$ cat config.mk
export PLATFORM = sky130hd
export DESIGN_NAME = serial_rx_brk
export DESIGN_NICKNAME = d
export VERILOG_FILES = /design/src/rtl/serial_rx_pkg.sv /design/src/rtl/rx_line_sync.sv /design/src/rtl/rx_tick_count.sv /design/src/rtl/rx_frame_ctrl.sv /design/src/rtl/serial_rx_brk.sv
export SDC_FILE = /design/constraint.sdc
export NUM_CORES = 1
export LEC_CHECK = 0
export ABC_AREA = 1
export BUFFER_PORTS_ARGS = -buffer_cell sky130_fd_sc_hd__clkbuf_2
export CORE_MARGIN = 4
export CORE_UTILIZATION = 30
export CTS_CLUSTER_DIAMETER = 80
export DETAILED_ROUTE_END_ITERATION = 16
export RECOVER_POWER = 50
export SYNTH_ARGS = -nofsm -noshare
export SYNTH_HDL_FRONTEND = slang
export SYNTH_SLANG_ARGS = --single-unit
$ cat constraint.sdc
create_clock -name clk_i -period 2.9 [get_ports clk_i]
set_clock_uncertainty 0.15 [all_clocks]
set_input_delay 0.29 -clock clk_i [delete_from_list [all_inputs] [get_ports clk_i]]
set_output_delay 0.29 -clock clk_i [all_outputs]
set_load 0.01 [all_outputs]
$ cat src/rtl/serial_rx_pkg.sv
package serial_rx_pkg;

  typedef enum logic [1:0] {
    PAR_NONE = 2'd0,
    PAR_EVEN = 2'd1,
    PAR_ODD  = 2'd2,
    PAR_RSVD = 2'd3
  } par_mode_e;

  typedef enum logic [2:0] {
    ST_IDLE,
    ST_START,
    ST_DATA,
    ST_PAR,
    ST_STOP,
    ST_RESYNC,
    ST_BREAK
  } rx_state_e;

  // index of the last data bit for a length code
  function automatic logic [2:0] last_bit_idx(input logic [1:0] len);
    return 3'd4 + {1'b0, len};
  endfunction

endpackage

$ cat src/rtl/rx_line_sync.sv
module rx_line_sync #(
  parameter int unsigned STAGES = 2
) (
  input  logic clk_i,
  input  logic rst_ni,
  input  logic d_i,
  output logic q_o
);

  logic [STAGES-1:0] chain_q;

  generate
    for (genvar g = 0; g < STAGES; g++) begin : g_stage
      if (g == 0) begin : g_first
        always_ff @(posedge clk_i or negedge rst_ni) begin
          if (!rst_ni) chain_q[g] <= 1'b1;
          else         chain_q[g] <= d_i;
        end
      end else begin : g_next
        always_ff @(posedge clk_i or negedge rst_ni) begin
          if (!rst_ni) chain_q[g] <= 1'b1;
          else         chain_q[g] <= chain_q[g-1];
        end
      end
    end
  endgenerate

  assign q_o = chain_q[STAGES-1];

endmodule

$ cat src/rtl/rx_tick_count.sv
module rx_tick_count #(
  parameter int unsigned OVERSAMPLE = 16
) (
  input  logic clk_i,
  input  logic rst_ni,
  input  logic clr_i,
  input  logic tick_i,
  output logic half_o,
  output logic full_o
);

  localparam int unsigned CW   = $clog2(OVERSAMPLE);
  localparam int unsigned HALF = OVERSAMPLE / 2;

  logic [CW-1:0] cnt_q;

  assign half_o = tick_i && (cnt_q == CW'(HALF - 1));
  assign full_o = tick_i && (cnt_q == CW'(OVERSAMPLE - 1));

  always_ff @(posedge clk_i or negedge rst_ni) begin
    if (!rst_ni)     cnt_q <= '0;
    else if (clr_i)  cnt_q <= '0;
    else if (full_o) cnt_q <= '0;
    else if (tick_i) cnt_q <= cnt_q + 1'b1;
  end

endmodule

$ cat src/rtl/rx_frame_ctrl.sv
module rx_frame_ctrl
  import serial_rx_pkg::*;
#(
  parameter int unsigned DW = 8
) (
  input  logic          clk_i,
  input  logic          rst_ni,
  input  logic          en_i,
  input  logic          rxd_i,
  input  logic          half_i,
  input  logic          full_i,
  input  logic [1:0]    len_i,
  input  logic [1:0]    par_i,
  output logic          cnt_clr_o,
  output logic [DW-1:0] data_o,
  output logic          valid_o,
  output logic          perr_o,
  output logic          ferr_o,
  output logic          brk_o,
  output logic          brk_chg_o,
  output logic          start_o
);

  localparam int unsigned IW = $clog2(DW);

  rx_state_e     state_q;
  logic [DW-1:0] shift_q;
  logic [IW-1:0] idx_q;
  logic          pbit_q;
  logic          hi_seen_q;

  par_mode_e par_mode;
  logic      par_en;
  logic      start_ok;
  logic      all_low;
  logic      par_bad;

  assign par_mode = par_mode_e'(par_i);
  assign par_en   = (par_mode == PAR_EVEN) || (par_mode == PAR_ODD);
  // half-bit recheck that confirms a start (fresh or after a low stop)
  assign start_ok = half_i && !rxd_i &&
                    ((state_q == ST_START) || (state_q == ST_RESYNC));
  assign all_low  = (shift_q == '0) && !pbit_q && !rxd_i;
  assign par_bad  = par_en && ((^shift_q) ^ pbit_q ^ (par_mode == PAR_ODD));

  assign cnt_clr_o = !en_i || (state_q == ST_IDLE) || (state_q == ST_BREAK) || start_ok;

  always_ff @(posedge clk_i or negedge rst_ni) begin
    if (!rst_ni) begin
      state_q   <= ST_IDLE;
      shift_q   <= '0;
      idx_q     <= '0;
      pbit_q    <= 1'b0;
      hi_seen_q <= 1'b0;
      data_o    <= '0;
      valid_o   <= 1'b0;
      perr_o    <= 1'b0;
      ferr_o    <= 1'b0;
      brk_o     <= 1'b0;
      brk_chg_o <= 1'b0;
      start_o   <= 1'b0;
    end else begin
      valid_o   <= 1'b0;
      brk_chg_o <= 1'b0;
      start_o   <= 1'b0;
      if (!en_i) begin
        state_q <= ST_IDLE;
      end else if (start_ok) begin
        start_o <= 1'b1;
        shift_q <= '0;
        idx_q   <= '0;
        pbit_q  <= 1'b0;
        state_q <= ST_DATA;
      end else begin
        unique case (state_q)
          ST_IDLE: begin
            hi_seen_q <= 1'b0;
            if (!rxd_i) state_q <= ST_START;
          end
          ST_START, ST_RESYNC: begin
            if (half_i) state_q <= ST_IDLE;  // line high at recheck
          end
          ST_DATA: begin
            if (full_i) begin
              shift_q[idx_q] <= rxd_i;
              if (idx_q == IW'(last_bit_idx(len_i)))
                state_q <= par_en ? ST_PAR : ST_STOP;
              else
                idx_q <= idx_q + 1'b1;
            end
          end
          ST_PAR: begin
            if (full_i) begin
              pbit_q  <= rxd_i;
              state_q <= ST_STOP;
            end
          end
          ST_STOP: begin
            if (full_i) begin
              valid_o <= 1'b1;
              if (all_low) begin
                data_o    <= '0;
                brk_o     <= 1'b1;
                ferr_o    <= 1'b0;
                perr_o    <= 1'b0;
                brk_chg_o <= 1'b1;
                hi_seen_q <= 1'b0;
                state_q   <= ST_BREAK;
              end else begin
                data_o  <= shift_q;
                brk_o   <= 1'b0;
                ferr_o  <= !rxd_i;
                perr_o  <= par_bad;
                state_q <= rxd_i ? ST_IDLE : ST_RESYNC;
              end
            end
          end
          ST_BREAK: begin
            if (rxd_i) begin
              if (hi_seen_q) begin
                brk_chg_o <= 1'b1;
                state_q   <= ST_IDLE;
              end
              hi_seen_q <= 1'b1;
            end else begin
              hi_seen_q <= 1'b0;
            end
          end
          default: state_q <= ST_IDLE;
        endcase
      end
    end
  end

endmodule

$ cat src/rtl/serial_rx_brk.sv
module serial_rx_brk #(
  parameter int unsigned OVERSAMPLE  = 16,
  parameter int unsigned SYNC_STAGES = 2,
  parameter int unsigned DW          = 8
) (
  input  logic          clk_i,
  input  logic          rst_ni,
  input  logic          en_i,
  input  logic          tick_i,
  input  logic          rxd_i,
  input  logic [1:0]    len_i,
  input  logic [1:0]    par_i,
  output logic [DW-1:0] data_o,
  output logic          valid_o,
  output logic          perr_o,
  output logic          ferr_o,
  output logic          brk_o,
  output logic          brk_chg_o,
  output logic          start_o
);

  logic rxd_s;
  logic cnt_clr;
  logic half_hit;
  logic full_hit;

  rx_line_sync #(.STAGES(SYNC_STAGES)) i_sync (
    .clk_i  (clk_i),
    .rst_ni (rst_ni),
    .d_i    (rxd_i),
    .q_o    (rxd_s)
  );

  rx_tick_count #(.OVERSAMPLE(OVERSAMPLE)) i_ticks (
    .clk_i  (clk_i),
    .rst_ni (rst_ni),
    .clr_i  (cnt_clr),
    .tick_i (tick_i),
    .half_o (half_hit),
    .full_o (full_hit)
  );

  rx_frame_ctrl #(.DW(DW)) i_ctrl (
    .clk_i     (clk_i),
    .rst_ni    (rst_ni),
    .en_i      (en_i),
    .rxd_i     (rxd_s),
    .half_i    (half_hit),
    .full_i    (full_hit),
    .len_i     (len_i),
    .par_i     (par_i),
    .cnt_clr_o (cnt_clr),
    .data_o    (data_o),
    .valid_o   (valid_o),
    .perr_o    (perr_o),
    .ferr_o    (ferr_o),
    .brk_o     (brk_o),
    .brk_chg_o (brk_chg_o),
    .start_o   (start_o)
  );

endmodule

==> results summary, run 1 <==
The max-slew violation count came to 0. At the pin with the least slew margin, the transition time is approximately 0.87 ns. The final-report hold violation count came out at 0. The maximum net fanout on the critical path is 18. The number of DRC violations after detailed routing came out at 0. Measured against its own limit, the worst slew margin works out to a little over two fifths. The number of failing setup endpoints in the final timing report is 0. The post-route antenna net violation count came out at 0.

The final net count is approximately 330. The routed length per instance is between 10 and 15 um. The worst endpoint required time is roughly 2.9 ns. The total wirelength of the detailed-routed design came out at 4.26 mm. The global-route wire length before repair came out at about 7.6 mm. IR analysis of the VDD net gives a maximum drop of approximately 0.00017 V. From bottom edge to top edge, the die measures 92.7 um. The least setup slack across all paths after layout came out at 0.936 ns. The cell count after synthesis came out at around 290. TritonCTS built the clock tree. The proportion of layout cells with a drive suffix above 1 came out at between 10% and 20%. The cell area after synthesis is 0.00215 sq mm. The static power due to leakage is approximately 1.3 nW. The area of all placed cells without fillers came out at approximately 0.0024 sq mm. The via density per instance is between 4 and 5.

CTS saw 36 sinks. The Yosys step of the flow raised 0 warnings. The arrival time reported for the critical path endpoint came out at slightly below 2 ns. The number of maximum-capacitance violations came out at 0. The number of antenna diodes came out at 0.

The placed wire-length estimate came out at about 3.3 mm. The number of nets in the synthesized netlist is 303. The endpoint class of the critical path is a flop. The net switching power came out at about 0.27 mW. The run finished with clean final reports.

Summing all placed instances gives a cell area of 0.00232 sq mm. The aggregate global-route resource usage came out at 10.8%. The die area came out at about 0.0086 sq mm. The number of top-level design ports came out at 23.

For this configuration, the core starts out at a cell density of 31.3%. The critical path class is reg2reg. The worst hold slack is 0.159 ns. The final cell utilization of the core came out at between 30% and 40%. The total power density per cell area came out at ~400 mW/mm^2.

Combinational cells account for 10.9% of the total power. The register share of total power came out at around 54%. The clock share of power is 35.6%. The H-tree depth reported by CTS came out at 2. The count of distinct cell types in the synthesized netlist came out at 31. Counting the buffers created by CTS gives 5. STA classifies the critical path startpoint as a flop. Once placement completed, the tool counted placed cells totaling about 400. The tightest min-delay check is of the in2reg type. The worst-case setup slack after placement is between 0.9 and 1 ns.

The number of filler instances in the final layout came out at approximately 750. The sequential-to-total area share from yosys stat is 42.0%. The standard cell core area came out at 0.00687 sq mm. The final critical path time including I/O delays and setup came out at 1.96 ns. The count of TritonRoute iterations in the first routing pass is 4.

The number of DRC violations after detailed-routing iteration 0 is 80. The global-route congestion overflow total is 0. The routability congestion estimate from global placement came out at approximately 0.90. The via count of the first global-routing pass is about 1700. The buffer type at the clock tree root is clkbuf_8. The detailed-route via count is around 1800. In this run, synthesis produced a sequential element count of 36. The maximum number of buffers from clock root to sink is 2. The clock network latency to the later pin of the worst-skew pair is ~0.29 ns. The row count came out at 30. Dividing the synthesized area by the synthesized cell count gives between 7 and 8 sq um. The post-CTS setup buffer count is 0. The internal cell power is 0.718 mW.

The pin count of the biggest net entering global routing came out at 37. The number of antenna violations at the first check in global routing is 0. The switching part of the total power came out at 27.1%. Setup repair after global routing left no endpoint under its margin. Based on the critical path, the design can be clocked at up to between 0.5 and 0.6 GHz. The finished layout holds between 400 and 500 standard cells, fillers aside. The area growth from synthesis to layout is 11.7%. The portion of the clock cycle consumed by the worst path in the final layout is 67.7%. The final sum of negative setup slack came out at 0 ns. The horizontal extent of the die came out at between 90 and 100 um.

The count of buffers added on input and output ports is 22. After clock tree synthesis, the clock-pin slew on the worst setup and hold paths is approximately 0.07 ns. The total power is around 0.98 mW.
-- critical path: stages, from the launching register on --
cell and delay, ns:
dfrtp_1 0.39, ha_1 0.23, nand4_1 0.19, nor2_4 0.31, nand2_2 0.14, nand2_4 0.18
nand2_1 0.11, nand2_1 0.06, o21ai_1 0.07
-- timing repair --
item,4_1_cts,5_1_grt
hold endpoints to repair,22,0
hold buffers,2,0
setup endpoints to repair,0,0
resized for setup,0,0
-- power by group through the flow --
stage | Clock, mW | Sequential, mW | Combinational (mW)
floorplan | 0 | 0.523 | 0.0943
global placement | 0 | 0.537 | 0.106
detailed placement | 0 | 0.537 | 0.106
CTS | 0.363 | 0.527 | 0.109
global route | 0.390 | 0.529 | 0.123
finish | 0.350 | 0.527 | 0.107
-- flip-flops by register name, summed over array words and instances, names as in the netlist --
signal	flops
i_ctrl.pbit_q	1
i_ctrl.start_o	1
i_ctrl.idx_q	3
i_ticks.cnt_q	4
i_ctrl.valid_o	1
i_sync.chain_q	1
i_ctrl.state_q	3
i_ctrl.brk_chg_o	1
i_sync.q_o	1
i_ctrl.shift_q	8
i_ctrl.brk_o	1
i_ctrl.perr_o	1
i_ctrl.hi_seen_q	1
i_ctrl.data_o	8
i_ctrl.ferr_o	1
-- layout by cell type, fill, tap and decap left out --
master	synthesis	routed
nand2_1	99	99
dlygate4sd3_1	0	2
nand2_4	2	2
a21o_1	1	1
nor2_1	16	16
dfrtp_1	34	34
a22oi_1	1	1
clkinv_4	0	1
ha_1	7	7
o21ai_0	12	12
a21oi_1	5	5
nor2_2	3	3
inv_2	2	2
nor2_8	1	1
inv_4	1	1
or2_1	1	1
nor2_4	3	3
nand3b_1	2	2
clkbuf_2	0	8
nand3_2	2	2
o21ai_1	3	3
clkbuf_1	0	16
o21ai_2	3	3
xnor2_1	2	2
clkbuf_8	0	5
inv_1	34	34
nand4_1	2	2
dfstp_2	2	2
nand2_2	5	5
nand3_1	29	29
nor3_1	6	6
xor2_1	1	1
-- metal layers --
metal,wire [um],track usage (%)
met1,2270,15.2
met2,1780,16.6
met3,175,2.84
met4,27,2.56
met5,0,0
-- synthesized netlist by cell type, drive strengths merged --
master	count	area (sq um)
nand3	31	165
dfrtp	34	851
a21o	1	7.51
nor2	23	133
buf	8	65.1
nand4	2	12.5
xor2	1	8.76
xnor2	2	17.5
o21ai	18	101
nor3	6	30.0
a21oi	5	25.0
a22oi	1	7.51
dfstp	2	52.6
nand2	106	425
inv	37	141
or2	1	6.26
ha	7	87.6
nand3b	2	15.0
-- kinds of logic after synthesis --
group | synth area share (%)
DFF | 42.0
adders and majority gates | 4.07
AOI/OAI and AO/OA | 6.57
buffers and inverters | 9.59
xor gates and xnor gates | 1.22
and+or+nand+nor | 36.6
-- final cells by class --
class	count	area, sq um	area share, %
Clock buffer	7	76.3	3.17
Sequential cell	36	903	37.6
Timing Repair Buffer	24	113	4.68
Tap cell	96	120	4.99
Inverter	37	141	5.88
Multi-Input combinational cell	206	1040	43.3
Clock inverter	1	8.76	0.364
-- final timing paths --
kind	slack [ns]	endpoint	startpoint	cells after the start
min in group asynchronous	0.51	i_ctrl.data_o[7]$_DFFE_PN0P_	rst_ni	2
min	0.16	i_ticks.cnt_q[1]$_DFFE_PN0P_	tick_i	3
min reg2reg	0.21	i_sync.q_o$_DFF_PN1_	i_sync.chain_q[0]$_DFF_PN1_	0
max	0.94	i_ctrl.idx_q[0]$_DFFE_PN0P_	i_ticks.cnt_q[0]$_DFFE_PN0P_	8
max reg2reg	0.94	i_ctrl.idx_q[0]$_DFFE_PN0P_	i_ticks.cnt_q[0]$_DFFE_PN0P_	8
max in group asynchronous	1.54	i_ctrl.pbit_q$_DFFE_PN0P_	rst_ni	2
Note: power is estimated with default switching activity, not from simulation.
==> run 2, diff against run 1 <==
--- a/config.mk
+++ b/config.mk
@@ -5,7 +5,7 @@
 export SDC_FILE = /design/constraint.sdc
 export NUM_CORES = 1
 export LEC_CHECK = 0
-export ABC_AREA = 1
+export ABC_AREA = 0
 export BUFFER_PORTS_ARGS = -buffer_cell sky130_fd_sc_hd__clkbuf_2
 export CORE_MARGIN = 4
 export CORE_UTILIZATION = 30
==> constraint.sdc (replaced) <==
create_clock -name clk_i -period 1.8 [get_ports clk_i]
set_clock_uncertainty 0.15 [all_clocks]
set_input_delay 0.18 -clock clk_i [delete_from_list [all_inputs] [get_ports clk_i]]
set_output_delay 0.18 -clock clk_i [all_outputs]
set_load 0.01 [all_outputs]
==> run 2 against run 1 <==
  * The flow now finishes with violations (negative setup slack)
  * Non-clock buffer count increased by 45
  * Synthesized cell count is 33% lower
  * Total power is 140% higher
  * Count of clock-buffer cells in the layout is 1 lower
  * Hold slack got worse by 0.052 ns
  * Register-to-register slack worse by 1.3 ns
  * Sequential share of layout area shrank 3.6 points
  * Critical path depth is 2 lower
  * Via count decreased by 5.6%
  * Final area grew 11%
  * Routed wire length grew 12%
==> results summary, run 2 <==
The flow ran to the end, but the final reports show violations. The final reports fail on negative setup slack. The number of filler instances in the final layout is 589. The number of buffer and inverter instances along the worst setup path came out at 0. The number of clock sinks seen by CTS came out at 36.

The die extent in y came out at 87.6 um. The endpoint of the lowest-slack register-to-register path is i_ctrl.state_q[1]$_DFFE_PN0P_. The cell depth of the worst hold path came out at 3. The count of distinct cell types in the synthesized netlist is 45. The count of mapped cells out of synthesis is 192.

In the post-synthesis netlist, the biggest area contributors are dfrtp_1 (45%), ha_1 (4.6%), a22o_1 (4.1%). The routed layout has approximately 1700 vias. The placed wire-length estimate came out at approximately 3.4 mm. The top cell type by area accounts for 44.7% of the synthesized area. The worst setup path is launched from a flop. The fraction of the mapped netlist area in simple logic gates came out at about 18%.

The worst setup path is captured at a flop. In this run the critical register-to-register path is launched from i_ticks.cnt_q[0]$_DFFE_PN0P_. The maximum net fanout on the critical path came out at 3.

Setup repair after global routing could not meet its margin everywhere. The cell area after synthesis is ~0.0019 sq mm. The path with the worst hold slack has its endpoint at i_ctrl.brk_chg_o$_DFF_PN0_.

The routed length per instance is between 10 and 15 um. The proportion of layout cells with a drive suffix above 1 came out at roughly 39%. The post-synthesis sequential element count came out at 36.

The clock-pin slew of the registers on the worst-case setup and hold paths is ~0.08 ns. The horizontal extent of the die came out at around 88 um. The first global-routing pass estimated about 7.9 mm of wire.

The worst-case setup slack after placement came out at -0.363 ns. Among cell families on the critical path, the largest total delay comes from simple AND/OR/NAND/NOR gates. The static power due to leakage came out at about 1.2 nW. Of the total synthesized cell area, the portion taken by full adders, half adders and majority gates is under 10%.

The worst hold path belongs to the class in2reg. The multiplexer fraction of the synthesized cell area came out at 1.58%. The starting density of the core came out at a little under a third. The area of all placed cells without fillers came out at 0.00266 sq mm. In the synthesized netlist the dominant register cell turns out to be dfrtp_1. The largest registers in the layout are i_ctrl.data_o (8), i_ctrl.shift_q (8), i_ticks.cnt_q (4).

The share of the synthesized area in compound gates (AO/OA/AOI/OAI) is 18.8%. dfrtp_1 takes more of the synthesized area than any other cell. The number of nets in the synthesized netlist is around 210. The clock network latency to the later pin of the worst-skew pair is 0.29 ns. The slack of the worst reg-to-reg path is -0.38 ns.

Yosys mapped a number of flops with a built-in enable equal to 0. The count of buffers added on input and output ports is 22. The sequential cell area came out at 903 sq um. Summing all placed instances gives a cell area of around 0.0024 sq mm. The number of antenna violations at the first check in global routing was 0. The worst hold path begins at en_i. The multi-input logic area is slightly above 0.001 sq mm. The routability congestion estimate from global placement is 0.904. The maximum number of buffers from clock root to sink came out at 2.

The root buffer cell chosen for the clock tree is clkbuf_8. The highest attainable clock frequency is about 0.46 GHz. The worst hold slack came out at around 0.11 ns. The tightest slew margin relative to the limit came out at 38.5%. Setup violations remaining at the end of the flow were counted as 27.

The final-report hold violation count is 0. In the post-synthesis netlist, the cell with the most instances is dfrtp_1. In the routed design, unresolved DRC markers number 0. The total power density per cell area is a little under 900 mW/mm^2. The count of cells along the worst register-to-register path came out at 6. Sequential cells were found to cover between 40 and 50% of the synthesized design area. The first detailed-routing pass took 4 iterations.

The row count came out at 28. Data on the critical path is required at its endpoint by around 1.8 ns. The arrival time reported for the critical path endpoint came out at ~2.2 ns.

Walking the worst path, the cells encountered are ha_4 -> nand4b_4 -> and3b_1 -> or4_4 -> or4_1 -> o211a_1. The average size of a mapped cell came out at 9.91 sq um. In the global route stage, overall resource usage came out at 13.1%. The least setup slack across all paths after layout is -0.376 ns. The library cells used most frequently in the layout, excluding fill and tap cells, are buf_4 (39), dfrtp_1 (34), clkbuf_2 (23). The critical path class is reg2reg. The final critical path time including I/O delays and setup is ~2.2 ns. In this run the number of H-tree levels came out at 2. The peak supply drop came out at ~0.00039 V. After layout, the design draws a total of between 2 and 2.5 mW. Leaving out fill and tap cells, the most frequent cell in the layout is buf_4. After synthesis, the largest family of logic cells by area is compound AO/OA/AOI/OAI gates. Summing the areas of all xor and xnor instances in the mapped netlist gives between 4 and 5% of the synthesized area. The post-route antenna net violation count came out at 0. The tool flagged a number of max-cap violations equal to 0. The TritonCTS clock tree is built. The max-slew violation count was 0. The count of yosys warnings during synthesis is 0. Summed over all layers, the global routing overflow is 0. The standard cell core area came out at 0.00603 sq mm. The total wirelength of the detailed-routed design is approximately 4.8 mm. The final cell utilization of the core came out at about 44%. The slowest cell on the critical path is or4_4.

The share of synthesized registers carrying an async set or reset is 100%. Counting the buffers created by CTS gives 5. The number of antenna diodes is 0. The via count of the first global-routing pass came out at approximately 1700.

Dividing the detail-routed via count by the number of cells gives around 5. 23 I/O pins were placed. The number of DRC violations after detailed-routing iteration 0 is 69. The measured slew at the worst slew-check pin is around 0.92 ns.

The portion of the clock cycle consumed by the worst path in the final layout is 121%. Compared with the post-synthesis result, the final layout area differs by 39.9%. The critical path's largest stage delay is about 0.53 ns.

The die area came out at 0.00768 sq mm. Entering global routing, the biggest net connects 37 pins. By count the netlist is led by dfrtp_1 (34), nand2_1 (17), inv_1 (15), o21ai_0 (15), nor2_1 (11).

The net count of the finished layout is approximately 280.
## run 2: cell types whose count changed in the layout (fill, tap and decap cells not counted), moves of 7 or more
cell | previous run | this run
nand2_1 | 99 | 15
o21ai_1 | 3 | 10
clkbuf_2 | 8 | 23
inv_1 | 34 | 14
o211ai_1 | 0 | 8
nand3_1 | 29 | 3
clkbuf_1 | 16 | 0
o21ai_0 | 12 | 5
buf_4 | 0 | 39
a22o_1 | 0 | 9
## run 2: power breakdown
| group | leakage (nW) | switching (mW) | internal [mW] | total (mW) |
|---|---|---|---|---|
| clock | 0.0516 | 0.305 | 0.313 | 0.618 |
| combinational | 0.701 | 0.414 | 0.428 | 0.841 |
| sequential | 0.494 | 0.0537 | 0.856 | 0.909 |
| total | 1.25 | 0.772 | 1.60 | 2.37 |
## run 2: worst max-delay path by stage
stage / cells after the start / slack, ns / from / to
floorplan: 6 / -0.41 / i_ticks.cnt_q[0]$_DFFE_PN0P_ / i_ctrl.state_q[1]$_DFFE_PN0P_
global placement: 6 / -0.33 / i_ticks.cnt_q[1]$_DFFE_PN0P_ / i_ctrl.state_q[1]$_DFFE_PN0P_
detailed placement: 6 / -0.36 / i_ticks.cnt_q[1]$_DFFE_PN0P_ / i_ctrl.state_q[1]$_DFFE_PN0P_
CTS: 6 / -0.38 / i_ticks.cnt_q[0]$_DFFE_PN0P_ / i_ctrl.state_q[1]$_DFFE_PN0P_
global route: 6 / -0.45 / i_ticks.cnt_q[1]$_DFFE_PN0P_ / i_ctrl.state_q[1]$_DFFE_PN0P_
finish: 6 / -0.38 / i_ticks.cnt_q[0]$_DFFE_PN0P_ / i_ctrl.state_q[1]$_DFFE_PN0P_
## run 2: timing repair
action | CTS | global route
buffers inserted | 5 | 1
cloned | 2 | 0
gates resized for setup | 24 | 9
pin swaps | 15 | 14
setup endpoints to repair | 25 | 31
hold buffers | 2 | 0
endpoints found under the hold margin | 35 | 0
## run 2: cell type report
class	count	area share [%]
Inverter	15	2.11
Clock buffer	6	3.10
Tap cell	75	3.52
Clock inverter	2	0.517
Timing Repair Buffer	69	18.2
Sequential cell	36	33.9
Multi-Input combinational cell	133	38.6
## run 2: worst reg2reg max path: stages, from the launching register on
cell      delay (ns)
dfrtp_1         0.40
ha_4            0.17
nand4b_4        0.10
and3b_1         0.18
or4_4           0.53
or4_1           0.41
o211a_1         0.14
## run 2: metrics by stage
step	std cells	setup TNS [ns]
final	336	-5.97
after global routing	336	-8.77
after CTS	335	-4.38
after detailed placement	318	-4.00
after global placement	318	-3.55
after floorplan	192	-1.64
## run 2: cells by family (layout without fill, tap and decap cells)
family | count (synthesis) | in the layout
and+or+nand+nor | 62 | 62
AOI/OAI and AO/OA | 51 | 52
DFF | 36 | 36
buffers and inverters | 24 | 92
xor gates and xnor gates | 9 | 9
adders and majority gates | 7 | 7
muxes | 3 | 3
## run 2: layer usage
metal | vias up | routed length (um) | track usage [%] | share of wire [%]
li1 | 837 | - | - | -
met3 | 5 | 221 | 3.39 | 4.6
met5 | - | 0 | 0 | 0
met4 | 0 | 52 | 3.77 | 1.1
met1 | 791 | 2210 | 17.5 | 46
met2 | 48 | 2270 | 20.9 | 48
==> run 3, diff against run 2 <==
--- a/config.mk
+++ b/config.mk
@@ -7,10 +7,13 @@
 export LEC_CHECK = 0
 export ABC_AREA = 0
 export BUFFER_PORTS_ARGS = -buffer_cell sky130_fd_sc_hd__clkbuf_2
+export CELL_PAD_IN_SITES_DETAIL_PLACEMENT = 1
+export CELL_PAD_IN_SITES_GLOBAL_PLACEMENT = 1
 export CORE_MARGIN = 4
 export CORE_UTILIZATION = 30
 export CTS_CLUSTER_DIAMETER = 80
 export DETAILED_ROUTE_END_ITERATION = 16
+export PLACE_DENSITY_LB_ADDON = 0.1
 export RECOVER_POWER = 50
 export SYNTH_ARGS = -nofsm -noshare
 export SYNTH_HDL_FRONTEND = slang
==> run 3 against run 2 <==
  * The run still ends with negative setup slack left
  * Clock power fell by 0.6%
  * Register-to-register slack improved by 0.02 ns
  * Combinational power rose by 18%
  * Highest routed layer unchanged
==> results summary, run 3 (synthesis gave the netlist of run 2 again) <==
Measured in cells, the most critical reg-to-reg path has a length of 6. The final cell utilization of the core is a little under half. Detailed placement ended at an HPWL of a little over 4 mm. Setup repair after global routing could not meet its margin everywhere. The internal cell power is ~1.7 mW. The number of top-level design ports is 23. The clock-pin slew of the registers on the worst-case setup and hold paths is 0.08 ns. Of the cells placed in the final design, the portion with a size suffix greater than 1 is between 40% and 50%. The total power is about 2.5 mW. The number of antenna violations at the first check in global routing came to 0. The measured slew at the worst slew-check pin is around 0.95 ns.

The global-route wire length before repair came out at 9.50 mm. The routability congestion estimate from global placement came out at about 0.84. STA puts the critical path data arrival time at 2.20 ns. The global-route congestion overflow total came out at 0. The total power density per cell area is approximately 910 mW/mm^2. The signal on the critical path passes through ha_4 -> and4_4 -> a21oi_1 -> or4_4 -> or4_4 -> o211a_1. Wires add up to around 5.6 mm. The aggregate global-route resource usage came out at approximately 16%. The final critical path time including I/O delays and setup came out at 2.16 ns.

The slowest cell on the critical path is or4_4. The clock share of power came out at between 20% and 30%. CTS placed an instance of clkbuf_8 at the clock tree root. The initial utilization of the core area, before any placement, comes to between 30% and 40%. The routed length per instance came out at ~16 um.

The worst register-to-register path begins at i_ticks.cnt_q[1]$_DFFE_PN0P_. In the layout the commonest cells are buf_4 (42), dfrtp_1 (34), clkbuf_2 (23). In the routed design, unresolved DRC markers number 0. The endpoint class of the critical path is a flop. The layout has just over 700 filler cells.

The die area is just under 0.008 sq mm. In the final timing run, aggregate negative setup slack is -5.64 ns. The area of all placed cells without fillers is between 0.002 and 0.003 sq mm. Data on the critical path is required at its endpoint by between 1.5 and 2 ns.

The final net count came out at between 200 and 300. The number of antenna diodes came out at 0. The post-place instance area came out at between 0.002 and 0.0025 sq mm.

The clock network latency to the later pin of the worst-skew pair came out at between 0.2 and 0.3 ns. In this run the remaining antenna-violating nets after routing total 0. The peak supply drop came out at roughly 0.00034 V. By instance count, the cell type seen most on the critical path is or4_4. The detailed-route via count is 1736.

The max-slew violation count came out at 0. The layout overhead on the synthesized area is 45.3%. CTS built an H-tree with a depth of 2.

Before antenna repair, the detailed router went through 5 iterations. The number of maximum-capacitance violations is 0. The standard cell core area is between 0.006 and 0.007 sq mm. The worst-case setup slack after placement is -0.371 ns. The flow ran to the end, but the final reports show violations. The via count of the first global-routing pass is 1919. In this run the register-to-register setup slack is -0.36 ns. The die extent in y is 87.6 um. The row count came out at 28. TritonCTS built the clock tree. The static power due to leakage came out at 1.31 nW. The CTS buffer count came out at 5. The classification of the worst-slack hold path is in2reg. The largest registers in the layout are i_ctrl.data_o (8), i_ctrl.shift_q (8), i_ticks.cnt_q (4). The critical path launch point type is a flop. The tightest slew margin relative to the limit is a little over a third. The maximum number of buffers from clock root to sink is 2. Port buffering added 22 buffers. Setup violations remaining at the end of the flow were counted as 27. Leaving out fill and tap cells, the most frequent cell in the layout is buf_4. The capturing element of the worst setup path is i_ctrl.state_q[1]$_DFFE_PN0P_.

The critical path class is reg2reg. The endpoint of the lowest-slack register-to-register path is i_ctrl.state_q[1]$_DFFE_PN0P_. The highest attainable clock frequency is around 0.46 GHz.

The horizontal extent of the die came out at roughly 88 um. The critical path's largest stage delay is ~0.53 ns. The final-report hold violation count is 0. The number of DRC violations after detailed-routing iteration 0 came out at 56. Combinational cells account for between 30% and 40% of the total power. The clock net in this run drives a total of 36 sinks. The net switching power is about 0.8 mW. Tracing the worst setup path back leads to its startpoint at i_ticks.cnt_q[1]$_DFFE_PN0P_. Dividing the detail-routed via count by the number of cells gives roughly 5. Setup slack on the critical path of the routed design comes to -0.359 ns. Net switching is between 30 and 40% of the power.

The register share of total power came out at 36.1%. The portion of the clock cycle consumed by the worst path in the final layout came out at 120%. Along the worst path, the maximum fanout reaches 4. The pin count of the biggest net entering global routing is 37. The checks that failed: negative setup slack.
-- run 3: how the worst min path moves through the flow --
stage                                      end   start  cells past startpoint  slack, ns
floorplan           i_ctrl.brk_chg_o$_DFF_PN0_  rst_ni                      0      -0.27
global route        i_ctrl.brk_chg_o$_DFF_PN0_    en_i                      3       0.12
detailed placement  i_ctrl.brk_chg_o$_DFF_PN0_  rst_ni                      2       0.12
global placement    i_ctrl.brk_chg_o$_DFF_PN0_  rst_ni                      2       0.11
finish              i_ctrl.brk_chg_o$_DFF_PN0_    en_i                      3       0.11
CTS                 i_ctrl.brk_chg_o$_DFF_PN0_    en_i                      3       0.09
-- run 3: power by group through the flow --
stage	Combinational [mW]	Sequential (mW)	Clock (mW)
detailed placement	0.828	0.923	0
finish	0.991	0.908	0.614
floorplan	0.496	0.909	0
global route	1.08	0.915	0.674
CTS	0.890	0.902	0.633
global placement	0.801	0.918	0
-- run 3: timing repair --
item	in CTS	in global routing
cloned	2	0
gates resized for setup	27	17
buffers inserted	7	5
hold endpoints to repair	35	0
endpoints found under the setup margin	26	30
hold buffers	2	0
pin swaps	12	12
-- run 3: cell type report --
type / instances / area (sq um) / share of cell area (%)
tap: 75 / 93.8 / 3.39
sequential: 36 / 903 / 32.7
timing repair buffer: 75 / 561 / 20.3
clock inverter: 1 / 7.51 / 0.271
inverter: 15 / 56.3 / 2.04
clock buffer: 7 / 86.3 / 3.12
multi-input combinational: 133 / 1060 / 38.2
-- run 3: routing by layer --
metal,vias to the layer above,part of all wire (%),GRT usage (%)
li1,841,-,-
met1,855,47,20.5
met2,34,49,26.8
met3,6,3.5,3.48
met4,0,0.92,3.91
met5,-,0,0
-- run 3: per-stage QoR --
| stage | hold slack, ns | instances |
|---|---|---|
| CTS | 0.0877 | 337 |
| floorplan | -0.266 | 192 |
| finish | 0.105 | 342 |
| global route | 0.116 | 342 |
| detailed placement | 0.119 | 318 |
| global placement | 0.105 | 318 |
-- run 3: worst max-delay path: cells and delay by family (launching register included) --
kind / cells / cell delay [ns]
adder cells (fa/ha/maj): 1 / 0.18
AO/OA/AOI/OAI: 2 / 0.18
flip-flops: 1 / 0.40
AND/OR/NAND/NOR: 3 / 1.15
